**config.mk**
```make
export PLATFORM = sky130hd
export DESIGN_NAME = idxsub_unit
export DESIGN_NICKNAME = d
export VERILOG_FILES = /design/src/rtl/isb_pkg.sv /design/src/rtl/isb_decode.sv /design/src/rtl/isb_alu.sv /design/src/rtl/isb_incr.sv /design/src/rtl/idxsub_unit.sv
export SDC_FILE = /design/constraint.sdc
export NUM_CORES = 1
export LEC_CHECK = 0
export BUFFER_PORTS_ARGS = -buffer_cell sky130_fd_sc_hd__buf_4
export CORE_ASPECT_RATIO = 1.75
export CORE_MARGIN = 2
export CORE_UTILIZATION = 52
export DETAILED_ROUTE_END_ITERATION = 6
export PLACE_DENSITY = 0.77
export SLEW_MARGIN = 40
export SYNTH_ARGS = -nofsm -noshare
export SYNTH_HDL_FRONTEND = slang
export SYNTH_SLANG_ARGS = --single-unit
```
**constraint.sdc**
```tcl
create_clock -name clk -period 2.16 [get_ports clk]
set_input_delay 0.216 -clock clk [delete_from_list [all_inputs] [get_ports clk]]
set_output_delay 0.216 -clock clk [all_outputs]
set_load 0.02 [all_outputs]
```
**src/rtl/isb_pkg.sv**
```systemverilog
package isb_pkg;
  typedef enum logic [2:0] {
    ST_IDLE = 3'd0,
    ST_LOAD = 3'd1,
    ST_SUBR = 3'd2,
    ST_DSTA = 3'd3,
    ST_CALC = 3'd4,
    ST_WRT  = 3'd5,
    ST_INC  = 3'd6,
    ST_FIN  = 3'd7
  } isb_state_e;

  typedef enum logic [1:0] {
    SRC_A  = 2'b00,
    SRC_B  = 2'b01,
    SRC_MX = 2'b10,
    SRC_MY = 2'b11
  } isb_src_e;
endpackage

```
**src/rtl/isb_decode.sv**
```systemverilog
module isb_decode #(
  parameter int OP_W = 12,
  parameter logic [OP_W-1:0] OP_BASE = 12'hF38
) (
  input  logic [OP_W-1:0] op,
  output logic            hit,
  output logic            use_y,
  output isb_pkg::isb_src_e src
);
  localparam int TAG_W = OP_W - 3;

  always_comb begin
    hit   = (op[OP_W-1:3] == OP_BASE[OP_W-1:3]);
    use_y = op[2];
    src   = isb_pkg::isb_src_e'(op[1:0]);
  end
endmodule

```
**src/rtl/isb_alu.sv**
```systemverilog
module isb_alu #(
  parameter int DAT_W = 4
) (
  input  logic [DAT_W-1:0] minuend,
  input  logic [DAT_W-1:0] subtr,
  input  logic             bin,
  output logic [DAT_W-1:0] diff,
  output logic             bout,
  output logic             zero
);
  logic [DAT_W:0] wide;

  always_comb begin
    wide = {1'b0, minuend} - {1'b0, subtr} - {{DAT_W{1'b0}}, bin};
    diff = wide[DAT_W-1:0];
    bout = wide[DAT_W];
    zero = (wide[DAT_W-1:0] == '0);
  end
endmodule

```
**src/rtl/isb_incr.sv**
```systemverilog
module isb_incr #(
  parameter int IDX_W = 8
) (
  input  logic [IDX_W-1:0] cur,
  output logic [IDX_W-1:0] nxt
);
  localparam logic [IDX_W-1:0] ONE = {{(IDX_W-1){1'b0}}, 1'b1};

  assign nxt = cur + ONE;
endmodule

```
**src/rtl/idxsub_unit.sv**
```systemverilog
module idxsub_unit #(
  parameter int IDX_W = 8,
  parameter int DAT_W = 4,
  parameter int OP_W  = 12
) (
  input  logic             clk,
  input  logic             rst_n,
  input  logic             start,
  input  logic [OP_W-1:0]  opcode,
  input  logic [DAT_W-1:0] reg_a,
  input  logic [DAT_W-1:0] reg_b,
  input  logic [IDX_W-1:0] idx_x,
  input  logic [IDX_W-1:0] idx_y,
  input  logic             carry_in,
  output logic [IDX_W-1:0] mem_addr,
  output logic             mem_we,
  output logic [DAT_W-1:0] mem_wdata,
  input  logic [DAT_W-1:0] mem_rdata,
  output logic             flag_we,
  output logic             flag_c,
  output logic             flag_z,
  output logic             idx_we,
  output logic             idx_sel_y,
  output logic [IDX_W-1:0] idx_wdata,
  output logic             busy,
  output logic             done
);
  import isb_pkg::*;

  isb_state_e st;
  isb_src_e   dec_src, src_q;
  logic       dec_hit, dec_y;
  logic       y_q, c_q;
  logic [DAT_W-1:0] a_q, b_q, sub_q;
  logic [IDX_W-1:0] dst_q, src_addr, inc_val;
  logic [DAT_W-1:0] alu_diff;
  logic       alu_bout, alu_zero;
  logic       take;

  isb_decode #(.OP_W(OP_W)) u_dec (
    .op(opcode), .hit(dec_hit), .use_y(dec_y), .src(dec_src)
  );

  isb_alu #(.DAT_W(DAT_W)) u_alu (
    .minuend(mem_rdata), .subtr(sub_q), .bin(c_q),
    .diff(alu_diff), .bout(alu_bout), .zero(alu_zero)
  );

  isb_incr #(.IDX_W(IDX_W)) u_inc (.cur(dst_q), .nxt(inc_val));

  assign take     = start && dec_hit && (st == ST_IDLE);
  assign src_addr = (dec_src == SRC_MY) ? idx_y : idx_x;
  assign busy     = (st != ST_IDLE);
  assign done     = (st == ST_FIN);

  always_ff @(posedge clk) begin
    if (!rst_n) begin
      st        <= ST_IDLE;
      src_q     <= SRC_A;
      y_q       <= 1'b0;
      c_q       <= 1'b0;
      a_q       <= '0;
      b_q       <= '0;
      sub_q     <= '0;
      dst_q     <= '0;
      mem_addr  <= '0;
      mem_we    <= 1'b0;
      mem_wdata <= '0;
      flag_we   <= 1'b0;
      flag_c    <= 1'b0;
      flag_z    <= 1'b0;
      idx_we    <= 1'b0;
      idx_sel_y <= 1'b0;
      idx_wdata <= '0;
    end else begin
      unique case (st)
        ST_IDLE: if (take) begin
          st       <= ST_LOAD;
          src_q    <= dec_src;
          y_q      <= dec_y;
          c_q      <= carry_in;
          a_q      <= reg_a;
          b_q      <= reg_b;
          dst_q    <= dec_y ? idx_y : idx_x;
          mem_addr <= src_addr;
        end
        ST_LOAD: st <= ST_SUBR;
        ST_SUBR: begin
          unique case (src_q)
            SRC_A:   sub_q <= a_q;
            SRC_B:   sub_q <= b_q;
            default: sub_q <= mem_rdata;
          endcase
          mem_addr <= dst_q;
          st       <= ST_DSTA;
        end
        ST_DSTA: st <= ST_CALC;
        ST_CALC: begin
          mem_wdata <= alu_diff;
          mem_we    <= 1'b1;
          flag_c    <= alu_bout;
          flag_z    <= alu_zero;
          flag_we   <= 1'b1;
          st        <= ST_WRT;
        end
        ST_WRT: begin
          mem_we    <= 1'b0;
          flag_we   <= 1'b0;
          idx_we    <= 1'b1;
          idx_sel_y <= y_q;
          idx_wdata <= inc_val;
          st        <= ST_INC;
        end
        ST_INC: begin
          idx_we <= 1'b0;
          st     <= ST_FIN;
        end
        default: st <= ST_IDLE;
      endcase
    end
  end
endmodule

```
# Word level (Yosys, flattened, before mapping)
# Cells that the tools add are included.
# totals
memories	0
ff_bits	52
ramBits	0
latch_bits	0
inputBits	44
wordCells	50
mem_bits_ro	0
# classes
div	0
n_mul	0
muxes	9
shifts	0
bitwise_logic	0
n_reduce_logical	11
n_lt_le_gt_ge	0
eq_ne	11
n_addsub	3
# ops
op	count
$mux W8	3
$pmux W3 S7	1
$pmux W8 S2	1
$eq A3 B3 Y1 const B	4
$eq A9 B9 Y1 const B	1
$add A8 B1 Y8 const B	1
$pmux W4 S2	1
$eq A3 B2 Y1 const B	2
$reduce_bool A2 Y1	3
$sub A4 B4 Y5	1
$sub A5 B1 Y5	1
$logic_not A4 Y1	1
$pmux W1 S2	2
$reduce_and A2 Y1	2
$eq A3 B1 Y1 const B	1
$logic_not A3 Y1	1
$mux W3	1
$reduce_bool A3 Y1	1
$eq A2 B1 Y1 const B	1
$eq A2 B2 Y1 const B	1
$logic_and A1 B1 Y1	2
$logic_not A2 Y1	1
$ne A2 B2 Y1 const B	1

# Logic depth before layout (Yosys ltp)
# depth
depth_word	5
ltp_mapped	8

# Modules after synthesis
# Synthesis repeated with hierarchy kept, for this count alone.
# hier_totals
hier_cells	296
area_unflattened_um2	2683.8
# by_module_without_submodules
mod	n_inst	area_each_um2	cells_per_inst
idxsub_unit	1	2282.2	243
isb_alu	1	234.0	30
isb_incr	1	116.4	16
isb_decode	1	51.3	7

# Worst setup path after synthesis
# OpenSTA, ideal clock, no wires.
# synth_path
kind	register -> register
startpoint	register st[0]
endpoint	register mem_addr[1]
arrival_ps	1906
setup_slack_ps	124
required_ps	2031
stages_incl_launch_ff	9
path_cell_list	dfxtp_1 > buf_6 > or3_1 > buf_2 > or4_4 > buf_6 > buf_6 > nand4_1 > o311ai_1
# synth_via
elab_chain_cells	4
elab_cells_between_ends	7
# synth_rtl
item	line	text
start: declaration	idxsub_unit.sv:30	isb_state_e st;
start signal: assignment	idxsub_unit.sv:58	st <= ST_IDLE;
start signal: assignment	idxsub_unit.sv:78	st <= ST_LOAD;
start signal: assignment	idxsub_unit.sv:87	ST_LOAD: st <= ST_SUBR;
$logic_not A3 Y1	idxsub_unit.sv:51, idxsub_unit.sv:76	
$logic_and A1 B1 Y1	idxsub_unit.sv:51	assign take = start && dec_hit && (st == ST_IDLE);
$ne A2 B2 Y1 (no source line)	--	
$reduce_and A2 Y1 (no source line)	--	
end signal: assignment	idxsub_unit.sv:85	mem_addr <= src_addr;
end signal: assignment	idxsub_unit.sv:94	mem_addr <= dst_q;
end: declaration	idxsub_unit.sv:15	output logic [IDX_W-1:0] mem_addr,
# Parallel ways exist; a longest one is shown, timed or not.
# A chain may end at the register's enable or synchronous reset.

# Final worst setup path
# layout_path
startpoint	register st[2]
endpoint	register mem_addr[4]
# Same word-level chain as after synthesis.

==> qor.yml <==
setup_path:
  crit_type: "flip-flop to flip-flop"
  crit_fanout: 28
  start_kind: "flip-flop"
  cp.required_ns: 2.34
  worstPathArrival_ns: 2.26
  crit_path_end_kind: "flip-flop"
placement:
  port_buffers: 71
  dp_hpwl_mm: 4.20
  place.gp.congestion: 0.798
  dp.cells: 405
clock_network:
  post_cts_buffers: 0
  hold_buffers: 0
  cts_resized: 0
  cts-htree-levels: 2
  cts_tree: "built"
  clk_pin_slew_ns: 0.10
  clk_latency_ns: 0.30
  cts_sinks: 52
  ctsRootBufferMaster: "clkbuf_8"
  cts_buffer_depth: 2
  numCtsBuffers: 5
grt:
  grt_pass1_vias: 2210
  grt_first_pass_wirelength_mm: 9.29
  grt_max_degree: 29
  grtUsageTotal: 0.210
  grt.overflow.total: 0
  antenna_found_initial: 0
sta:
  worstMarginPinSlew_ns: 0.734
  finalSetupTns_ns: 0
  fin_crit_ns: 2.08
  finalCritPeriodShare: 0.963
  timing.slew.headroom: 0.508
  max_freq_mhz: 481
  rsz0062_at_grt: "no"
  skew_ns: 0.0160
  setup-violations-final: 0
  drv_slew: 0
  hold_viol: 0
final_layout:
  area.sequential_um2: 1040
  multi_input_area_um2: 1340
  nets: 413
  final_cell_mix: "buf_4 (77), nand2_1 (52), dfxtp_1 (52)"
  fin_util: 0.678
  layout-drive-gt1-share: 0.239
  nFillCells: 435
  antenna_cells: 0
  final_common_cell: "buf_4"
  areaGrowthSynthToFinish_pct: 25.8
  stdcell_count: 412
floorplan:
  initial_core_util: 0.539
  die_area_um2: 5470
  die_w_um: 56.8
  rows: 33
  core-area_um2: 4710
  io_pins: 72
  die_h_um: 96.4
power:
  vdd.ir_drop.worst_mv: 0.594
  p_leak_nw: 1.32
  power.net_switching_uw: 505
  comb_power_share: 0.150
  sw_frac_of_total: 0.244
  power.density_nw_per_um2: 647
  intPower_mw: 1.56
  pwr-share-clk: 0.372
  p_total_mw: 2.06
  seqPwrFrac: 0.478
logic_synthesis:
  syn-cell-area_um2: 2540
  ys_types: 32
  synth_ff_type: "dfxtp_1"
  syn_avg_cell_area_um2: 8.48
  seq_area_frac_synth: 0.410
  synth_edf_count: 0
  yosysWarnings: 0
  netlist_instances: 299
  ys_ff_latch: 52
  async_reset_ff_frac: 0
  syn-num-nets: 352
min_path:
  hp-class: "input port to flip-flop"
detailed_routing:
  drt-total-wl_mm: 5.68
  via_count: 2293
  wire_per_inst_um: 13.8
  drt_iter0_markers: 41
  vias_per_cell: 5.57
  drc: 0
  first_pass_iters: 4
  antenna_left: 0
run_status:
  status: "completed"
flow_run:
  max-cap-violations: 0
## worst max-delay path, cell delays in order (launching register included)
cell	delay, ns
dfxtp_1	0.38
or3_1	0.46
or4_4	0.73
o311ai_1	0.38
## cell usage after synthesis (5+ instances only)
cell	instances	area (um2)
ha_1	7	87.6
o311ai_1	8	70.1
buf_2	5	25.0
a211oi_1	13	97.6
clkbuf_1	11	41.3
xor2_1	6	52.6
inv_1	11	41.3
xnor2_1	6	52.6
mux2i_1	21	210
nand4_1	8	50.1
nand3_1	13	65.1
nand2_1	52	195
nor2_1	21	78.8
o21ai_0	10	50.1
a21oi_1	24	120
dfxtp_1	52	1040
## worst paths after layout
check	start	to	slack, ns	depth (start not counted)
worst max-delay path	st[2]	mem_addr[4]	0.08	3
worst min-delay path	reg_b[0]	b_q[0]	0.17	3
worst max register to register	st[2]	mem_addr[4]	0.08	3
worst min register to register	a_q[3]	a_q[3]	0.45	2
## cells by family (layout without fill, tap and decap cells)
kind of cell | after synthesis | after routing | synth area share
XOR/XNOR | 12 | 12 | 0.0414
AND/OR/NAND/NOR | 114 | 114 | 0.212
buffers and inverters | 34 | 95 | 0.0631
flip-flops | 52 | 52 | 0.410
adder cells (fa/ha/maj) | 9 | 9 | 0.0503
multiplexers | 21 | 21 | 0.0829
AO/OA/AOI/OAI | 57 | 57 | 0.140
## layout make-up
class,instances,area share
sequential,52,0.326
tap,52,0.0204
timing repair buffer,77,0.181
multi-input combinational,213,0.419
clock buffer,5,0.0216
inverter,11,0.0129
clock inverter,2,0.0188
## power groups by stage
stage / logic (mW) / clock network [mW] / registers (mW)
after floorplan: 0.200 / 0 / 1.00
after global placement: 0.303 / 0 / 1.01
after detailed placement: 0.307 / 0 / 1.01
after CTS: 0.309 / 0.776 / 0.986
after global routing: 0.340 / 0.812 / 0.989
final: 0.309 / 0.769 / 0.987
## sequential cells by signal, indices dropped and copies added, names as in the netlist, 2 cells and up
| register | cells |
|---|---|
| dst_q | 8 |
| idx_wdata | 8 |
| src_q | 2 |
| st | 3 |
| mem_wdata | 4 |
| sub_q | 4 |
| mem_addr | 8 |
| a_q | 4 |
| b_q | 4 |
## routing by layer
| metal | wire [um] | global-route usage | up-vias |
|---|---|---|---|
| li1 | - | - | 1155 |
| met1 | 2380 | 0.238 | 1068 |
| met2 | 2970 | 0.391 | 66 |
| met3 | 266 | 0.0373 | 4 |
| met4 | 60 | 0.0756 | 0 |
| met5 | 0 | 0 | - |
## metrics by stage
| step | worst slack [ns] | instance area [um2] | hold slack (ns) |
|---|---|---|---|
| after floorplan | 0.124 | 2540 | 0.356 |
| after global placement | 0.248 | 3060 | 0.439 |
| after detailed placement | 0.186 | 3060 | 0.446 |
| after CTS | 0.0904 | 3190 | 0.157 |
| after global routing | 0.0273 | 3190 | 0.164 |
| final | 0.0789 | 3190 | 0.166 |
No activity file was read; power rests on OpenSTA's default activity.
